`src/rtl/rom2d_pkg.sv`:
```
`timescale 1ns/1ps
package rom2d_pkg;

   typedef enum logic [0:0] {
      MUX_INDEX = 1'b0,
      MUX_TREE  = 1'b1
   } mux_style_e;

   function automatic int row_bits(input int addr_w);
      return (addr_w + 1) / 2;
   endfunction

   function automatic int col_bits(input int addr_w);
      return addr_w / 2;
   endfunction

endpackage

```
`src/rtl/rom2d_row_dec.sv`:
```
`timescale 1ns/1ps
module rom2d_row_dec #(
   parameter int SEL_W = 4,
   localparam int LINES = 1 << SEL_W
) (
   input  logic             en,
   input  logic [SEL_W-1:0] sel,
   output logic [LINES-1:0] line
);

   if (SEL_W < 1) begin : g_bad_width
      $error("rom2d_row_dec: SEL_W must be at least 1");
   end

   for (genvar i = 0; i < LINES; i++) begin : g_line
      assign line[i] = en && (sel == SEL_W'(i));
   end

endmodule

```
`src/rtl/rom2d_cell_array.sv`:
```
`timescale 1ns/1ps
module rom2d_cell_array #(
   parameter int ROW_W = 4,
   parameter int COL_W = 4,
   localparam int ROWS = 1 << ROW_W,
   localparam int COLS = 1 << COL_W
) (
   input  logic             clk,
   input  logic             rst_n,
   input  logic [ROWS-1:0]  wr_line,
   input  logic [COL_W-1:0] wr_col,
   input  logic             wr_bit,
   input  logic [ROWS-1:0]  rd_line,
   output logic [COLS-1:0]  bit_line
);

   // Stored 0 = connected cell (pulls its bit line low when selected).
   logic [COLS-1:0] cell_q [ROWS];

   for (genvar r = 0; r < ROWS; r++) begin : g_row
      always_ff @(posedge clk or negedge rst_n) begin
         if (!rst_n) begin
            cell_q[r] <= '1;
         end else if (wr_line[r]) begin
            cell_q[r][wr_col] <= ~wr_bit;
         end
      end
   end

   for (genvar c = 0; c < COLS; c++) begin : g_col
      always_comb begin
         bit_line[c] = 1'b1;
         for (int r = 0; r < ROWS; r++) begin
            if (rd_line[r] && !cell_q[r][c]) bit_line[c] = 1'b0;
         end
      end
   end

endmodule

```
`src/rtl/rom2d_col_mux.sv`:
```
`timescale 1ns/1ps
module rom2d_col_mux
   import rom2d_pkg::*;
#(
   parameter int         COL_W     = 4,
   parameter mux_style_e MUX_STYLE = MUX_INDEX,
   localparam int COLS = 1 << COL_W
) (
   input  logic [COLS-1:0]  bit_line,
   input  logic [COL_W-1:0] sel,
   output logic             out_bit
);

   logic picked;

   if (MUX_STYLE == MUX_TREE) begin : g_tree
      logic [COLS-1:0] lvl [COL_W+1];
      assign lvl[0] = bit_line;
      for (genvar l = 0; l < COL_W; l++) begin : g_lvl
         localparam int NODES = COLS >> (l + 1);
         for (genvar i = 0; i < NODES; i++) begin : g_node
            assign lvl[l+1][i] = sel[l] ? lvl[l][2*i+1] : lvl[l][2*i];
         end
         for (genvar j = NODES; j < COLS; j++) begin : g_pad
            assign lvl[l+1][j] = 1'b0;
         end
      end
      assign picked = lvl[COL_W][0];
   end else begin : g_index
      assign picked = bit_line[sel];
   end

   // Bit line is inverted on its way to the output.
   assign out_bit = ~picked;

endmodule

```
`src/rtl/rom2d_bit_top.sv`:
```
`timescale 1ns/1ps
module rom2d_bit_top
   import rom2d_pkg::*;
#(
   parameter int         ADDR_W    = 8,
   parameter mux_style_e MUX_STYLE = MUX_TREE
) (
   input  logic              clk,
   input  logic              rst_n,
   input  logic              load_en,
   input  logic [ADDR_W-1:0] load_addr,
   input  logic              load_bit,
   input  logic [ADDR_W-1:0] rd_addr,
   output logic              rd_data
);

   localparam int ROW_W = row_bits(ADDR_W);
   localparam int COL_W = col_bits(ADDR_W);
   localparam int ROWS  = 1 << ROW_W;
   localparam int COLS  = 1 << COL_W;

   if (ADDR_W < 2 || ADDR_W > 12) begin : g_bad_addr
      $error("rom2d_bit_top: ADDR_W must lie in 2..12");
   end
   if (ROW_W + COL_W != ADDR_W) begin : g_bad_split
      $error("rom2d_bit_top: address split does not cover ADDR_W");
   end

   logic [ROW_W-1:0] rd_row, wr_row;
   logic [COL_W-1:0] rd_col, wr_col;
   logic [ROWS-1:0]  rd_wl, wr_wl;
   logic [COLS-1:0]  bit_line;

   assign rd_row = rd_addr[ADDR_W-1:COL_W];
   assign rd_col = rd_addr[COL_W-1:0];
   assign wr_row = load_addr[ADDR_W-1:COL_W];
   assign wr_col = load_addr[COL_W-1:0];

   rom2d_row_dec #(.SEL_W(ROW_W)) u_rd_dec (
      .en   (1'b1),
      .sel  (rd_row),
      .line (rd_wl)
   );

   rom2d_row_dec #(.SEL_W(ROW_W)) u_wr_dec (
      .en   (load_en),
      .sel  (wr_row),
      .line (wr_wl)
   );

   rom2d_cell_array #(.ROW_W(ROW_W), .COL_W(COL_W)) u_array (
      .clk      (clk),
      .rst_n    (rst_n),
      .wr_line  (wr_wl),
      .wr_col   (wr_col),
      .wr_bit   (load_bit),
      .rd_line  (rd_wl),
      .bit_line (bit_line)
   );

   rom2d_col_mux #(.COL_W(COL_W), .MUX_STYLE(MUX_STYLE)) u_mux (
      .bit_line (bit_line),
      .sel      (rd_col),
      .out_bit  (rd_data)
   );

endmodule

```
`config.mk`:
```
export PLATFORM = sky130hd
export DESIGN_NAME = rom2d_bit_top
export DESIGN_NICKNAME = d
export VERILOG_FILES = /design/src/rtl/rom2d_pkg.sv /design/src/rtl/rom2d_row_dec.sv /design/src/rtl/rom2d_cell_array.sv /design/src/rtl/rom2d_col_mux.sv /design/src/rtl/rom2d_bit_top.sv
export SDC_FILE = /design/constraint.sdc
export NUM_CORES = 1
export LEC_CHECK = 0
export ABC_AREA = 0
export BUFFER_PORTS_ARGS = -buffer_cell sky130_fd_sc_hd__buf_2
export CELL_PAD_IN_SITES_DETAIL_PLACEMENT = 0
export CELL_PAD_IN_SITES_GLOBAL_PLACEMENT = 2
export CORE_UTILIZATION = 30
export CTS_CLUSTER_SIZE = 28
export DETAILED_ROUTE_END_ITERATION = 7
export GPL_ROUTABILITY_DRIVEN = 0
export PLACE_DENSITY = 0.6
export SETUP_SLACK_MARGIN = 0.02
export SLEW_MARGIN = 10
export SYNTH_ARGS = -nofsm -noshare
export SYNTH_HDL_FRONTEND = slang
export SYNTH_SLANG_ARGS = --single-unit
```
`constraint.sdc`:
```
create_clock -name clk -period 1.9 [get_ports clk]
set_input_delay 0 -clock clk [delete_from_list [all_inputs] [get_ports clk]]
set_output_delay 0 -clock clk [all_outputs]
set_load 0.05 [all_outputs]
```
=== Word level (Yosys, flattened, before mapping) ===
Index checks and enable logic that the tools add are counted.

* Register bits after elaboration: 256
* Bits of input ports: 20
* Output and inout port bits: 1
* Logic and storage cells: 870

* Order comparisons: 2
* Eq/ne operators: 30
* Mux-type cells: 289
* Bitwise gates (word level): 2
* Reduce and logical (&&, ||, !) cells: 531

{| class="wikitable"
|+ Operators with widths
! cell !! number
|-
| 1-bit logical AND || 273
|-
| 1-bit two-way mux || 272
|-
| 16-bit bitwise mux || 16
|-
| 1-bit zero test || 256
|-
| 4-bit equality test, second input constant || 16
|-
| 4-bit by 3-bit equality test with 1-bit output, second input constant || 8
|-
| 4-bit by 2-bit equality test with 1-bit output, second input constant || 4
|-
| 4-bit by 1-bit equality test with 1-bit output, second input constant || 2
|-
| 4-bit zero test || 2
|-
| 4-bit by 5-bit < comparator with 1-bit output, second input constant || 1
|-
| 1-bit demux with 4-bit select || 1
|-
| 4-bit by 1-bit greater-or-equal comparator with 1-bit output, second input constant || 1
|-
| 1-bit inverter || 2
|}

=== Logic depth before layout (Yosys ltp) ===
* Depth after elaboration: 23
* Depth in mapped cells: 11
* Depth with buffers taken out: 7

=== By module ===
From an unflattened synthesis, not the netlist that was laid out.

* Cell total of the unflattened synthesis: 1,477
* Area total of the unflattened synthesis: 14,465.1 um2

{| class="wikitable"
|+ By module, submodules not included
! module !! times used !! cells each !! area each (um2) !! seq. area each (um2)
|-
| rom2d_cell_array || 1 || 1,423 || 14,089.8 || 6,726.5
|-
| rom2d_row_dec || 2 || 23 || 117.6 || 0.0
|-
| rom2d_col_mux || 1 || 7 || 136.4 || 0.0
|-
| rom2d_bit_top || 1 || 1 || 3.8 || 0.0
|}

=== Least setup slack after synthesis ===
Ideal clock, no wire load.

* Path type: input port to output port
* Start: input port rd_addr[7]
* End: output port rd_data
* Arrival: 1.839 ns
* Required time: 1.900 ns
* Setup slack: 0.061 ns
* Stages on the path: 9
* Path buffers: 2
* Path through: buf_4 or4b_4 buf_6 o32ai_1 nor3_1 o21ai_2 nor4_1 o311ai_1 and4_1

* Cells in the longest elaborated chain, start to end: 23
* Elaborated cells on any way between the ends: 544
* Those cells by class: eq/ne: 15; mux: 271; bitwise: 1; reduce/logical: 257

{| class="wikitable"
|+ RTL lines
! what !! RTL line !! RTL
|-
| start, declared || rom2d_bit_top.sv:13 || <nowiki>input logic [ADDR_W-1:0] rd_addr,</nowiki>
|-
| 4-bit zero test || rom2d_row_dec.sv:16 || <nowiki>assign line[i] = en && (sel == SEL_W'(i));</nowiki>
|-
| 1-bit logical AND || rom2d_cell_array.sv:34 || <nowiki>if (rd_line[r] && !cell_q[r][c]) bit_line[c] = 1'b0;</nowiki>
|-
| 1-bit two-way mux (16 in a row) || rom2d_cell_array.sv:34 ||
|-
| 1-bit two-way mux (3 in a row) || rom2d_col_mux.sv:22 || <nowiki>assign lvl[l+1][i] = sel[l] ? lvl[l][2*i+1] : lvl[l][2*i];</nowiki>
|-
| 1-bit two-way mux (*) || rom2d_col_mux.sv:22 ||
|-
| 1-bit inverter (*) || rom2d_col_mux.sv:34 || <nowiki>assign out_bit = ~picked;</nowiki>
|-
| end, declared || rom2d_bit_top.sv:14 || <nowiki>output logic rd_data</nowiki>
|}

Every way passes the cells marked *; elsewhere a longest branch is shown, timed or not.

=== Final worst setup path ===
* Start: register u_array.cell_q[247] (netlist name)
* End: output port rd_data

* Cells in the longest elaborated chain, start to end: 23

{| class="wikitable"
|+ RTL lines
! what !! RTL line !! RTL
|-
| start, declared || rom2d_cell_array.sv:18 || <nowiki>logic [COLS-1:0] cell_q [ROWS];</nowiki>
|-
| start signal, assigned by index || rom2d_cell_array.sv:25 || <nowiki>cell_q[r][wr_col] <= ~wr_bit;</nowiki>
|-
| 1-bit zero test || rom2d_cell_array.sv:34 ||
|-
| 1-bit logical AND || rom2d_cell_array.sv:34 ||
|-
| 1-bit two-way mux (16 in a row) || rom2d_cell_array.sv:34 ||
|-
| 1-bit two-way mux (4 in a row) || rom2d_col_mux.sv:22 ||
|-
| 1-bit inverter || rom2d_col_mux.sv:34 ||
|}

Every way passes these cells.

==> flow_summary.json <==
{
  "outcome": "complete, but fails checks",
  "violations": "setup timing",
  "hp-class": "input pin to flip-flop",
  "pin_count": 21,
  "p_leak_nw": 5.58,
  "relSlewSlack": 0.504,
  "arrival_ps": 2640,
  "setup_viol": 1,
  "dp_hpwl_um": 33800,
  "path_clk_slew_ps": 60,
  "top_register": "u_array.cell_q",
  "yosysTopAreaCell": "dfstp_2",
  "finalCritPeriodShare": 1.39,
  "drc": 0,
  "setup.worst_path.class": "flip-flop to primary output",
  "fill_cells": 4245,
  "hold_path_depth": 4,
  "cts-buffers-inserted": 34,
  "ant_nets": 0,
  "syn_nets": 1288,
  "r2r-end": "u_array.cell_q[252]",
  "wl_um": 52500,
  "clock-sinks": 256,
  "final_nets": 1368,
  "diodes": 0,
  "maxSlewViolCount": 0,
  "clock_latency_ps": 540,
  "grt_first_pass_wirelength_um": 76900,
  "p_total_w": 0.0143,
  "die_x_um": 210,
  "path_max_fanout": 2,
  "fp-row-count": 75,
  "synth-main-ff-cell": "dfstp_2",
  "reg.largest.list": "u_array.cell_q (256)",
  "yosys_warnings": 0,
  "synth_top_area_share": 0.520,
  "antenna_found_initial": 0,
  "drtIter0Drc": 1114,
  "worst_r2r_path_depth": 2,
  "hold_path.startpoint": "load_addr[5]",
  "max_cap_violations": 0,
  "cp_data_required_time_ps": 1900,
  "gr-usage-all-layers": 0.242,
  "syn_to_final_growth_pct": 22.2,
  "grt_overflow_total": 0,
  "fin_skew_ps": 0,
  "synth-edff-count": 0,
  "core_area_mm2": 0.0422,
  "grt_max_degree": 77,
  "routed_via_density": 5.71,
  "synthesis.area_mm2": 0.0129,
  "portBuffers": 20,
  "multi_input_area_mm2": 0.00552,
  "synth_area_leaders": "dfstp_2, o31ai_1, o21ai_0, clkbuf_1, o22ai_1",
  "r2r-start": "u_array.cell_q[252]",
  "cp-start-kind": "flip-flop",
  "synthCells": 1268,
  "avgSynthCellArea_um2": 10.2,
  "die_h_um": 210,
  "die_area_mm2": 0.0440,
  "drt_first_pass_iters": 7,
  "h-tree-depth": 2,
  "wl_per_cell_um": 27.4,
  "final-seq-area_mm2": 0.00673,
  "r2r_setup_slack_ps": 1070,
  "tightest_slew_ps": 744,
  "grt_pass1_vias": 10800,
  "yosysUniqueCellTypes": 66,
  "cts_tree": "yes",
  "hold_viol": 0,
  "ir_drop_mv": 0.452,
  "cts_setup_buffers": 0,
  "period_needed_ps": 2640,
  "ys_ff_latch": 256,
  "async_reset_ff_frac": 1.00,
  "worst_slack_ps": -741,
  "clockBufferDepth": 3,
  "start_util": 0.306,
  "rsz0062_at_grt": "true",
  "setup_tns_ps": -741,
  "power_density_mw_per_mm2": 905,
  "worst_setup_path_end_kind": "primary output",
  "min_to": "u_array.cell_q[205]",
  "fmax_ghz": 0.379,
  "vias": 10900,
  "drive_above_1_share": 0.394,
  "ys_seq_area_frac": 0.520,
  "largest_register_ffs": 256,
  "root_buffer": "clkbuf_16"
}
==> how the worst max path moves through the flow <==
stage,startpoint,to,slack [ps],cells past startpoint
3_5_place_dp,rd_addr[7],rd_data,-580,11
6_report,u_array.cell_q[247],rd_data,-740,7
2_1_floorplan,rd_addr[7],rd_data,60,9
4_1_cts,u_array.cell_q[247],rd_data,-760,7
3_3_place_gp,rd_addr[7],rd_data,-600,11
5_1_grt,u_array.cell_q[183],rd_data,-800,7
==> cells in the final DEF (no fill, tap or decap), types with 5 or more instances in the layout <==
cell and instances:
buf_2 17, nand4bb_1 6, a211oi_1 5, o22ai_1 64, nand2b_1 7, nor2b_1 10
clkbuf_16 37, clkbuf_8 7, dfstp_2 256, nor2_1 33, nand2_1 33, nor4_1 8
nand4_1 9, o31ai_1 258, o211ai_1 5, mux2i_1 7, clkbuf_1 13, nand3_1 18
o21ai_0 265, a21oi_1 6, inv_1 5, mux2_2 8, buf_12 18, nor3_1 11
o32ai_1 18, buf_4 165
==> cell type report <==
class / count / area share
flip-flops and latches: 256 / 0.425
multi-input cells: 847 / 0.349
repair buffers: 204 / 0.110
clock buffers: 56 / 0.0669
well taps: 539 / 0.0426
clock inverters: 6 / 0.00530
inverters: 5 / 0.00119
==> layer usage <==
layer / GRT usage / vias up / part of all wire
met5: 0 / - / 0
met4: 0.0687 / 0 / 0.024
met3: 0.0400 / 71 / 0.047
met2: 0.382 / 307 / 0.46
met1: 0.340 / 5423 / 0.47
li1: - / 5119 / -
==> synthesized netlist by cell type, types with 3 or more instances <==
cell type and n:
o22ai_1 64, or3_1 3, o21ai_0 265, a31oi_1 4
buf_4 10, inv_1 5, mux2i_1 7, o211ai_1 5
nand3b_1 3, nor2_1 33, nand3_1 18, nand4bb_1 6
clkbuf_1 129, buf_2 12, o31ai_1 258, a32oi_1 4
nand2_1 33, dfstp_2 256, a21oi_1 6, or4b_1 4
a2111oi_0 6, nor3_1 11, or2_2 4, o32a_1 4
nor4_1 10, nor2b_1 10, nand4_1 9, a211oi_1 5
o2111ai_1 3, o32ai_1 19, o21bai_1 3, mux2_2 8
buf_6 6, nand2b_1 7
==> critical path, stage by stage, from the launching register on <==
cell and delay (ps):
dfstp_2 520, mux2_4 150, o32ai_2 70, or4_4 550, o211ai_1 290, o2111ai_1 160, and4_4 190, buf_12 150
==> power by group <==
| part | switching [W] | internal, W |
|---|---|---|
| Sequential | 0.000154 | 0.00593 |
| Combinational | 0.00103 | 0.000612 |
| Clock | 0.00252 | 0.00407 |
==> through the flow <==
stage | area [µm²] | setup WS, ps | hold WS (ps) | util | instances
after global placement | 14600 | -600 | 477 | 0.346 | 1849
after floorplan | 12900 | 61.1 | -148 | - | 1268
after CTS | 15800 | -762 | 9.59 | 0.374 | 1913
after global routing | 15800 | -796 | 62.8 | 0.374 | 1913
final | 15800 | -741 | 31.8 | 0.374 | 1913
after detailed placement | 14600 | -578 | 462 | 0.346 | 1849
==> what timing repair did <==
| action | in CTS | in global routing |
|---|---|---|
| endpoints found under the setup margin | 1 | 1 |
| pin swaps | 4 | 5 |
| gates resized for setup | 8 | 6 |
| hold buffers | 2 | 0 |
| cloned | 0 | 0 |
| endpoints found under the hold margin | 68 | 0 |
==> logic make-up (layout without fill, tap and decap cells) <==
| logic type | after synthesis | in the layout | share of synthesized area |
|---|---|---|---|
| flip-flops | 256 | 256 | 0.520 |
| AO/OA/AOI/OAI | 659 | 659 | 0.329 |
| AND/OR/NAND/NOR | 170 | 170 | 0.0773 |
| multiplexers | 18 | 18 | 0.0159 |
| buffers and inverters | 165 | 271 | 0.0576 |
Power figures use the tool's default switching activity.
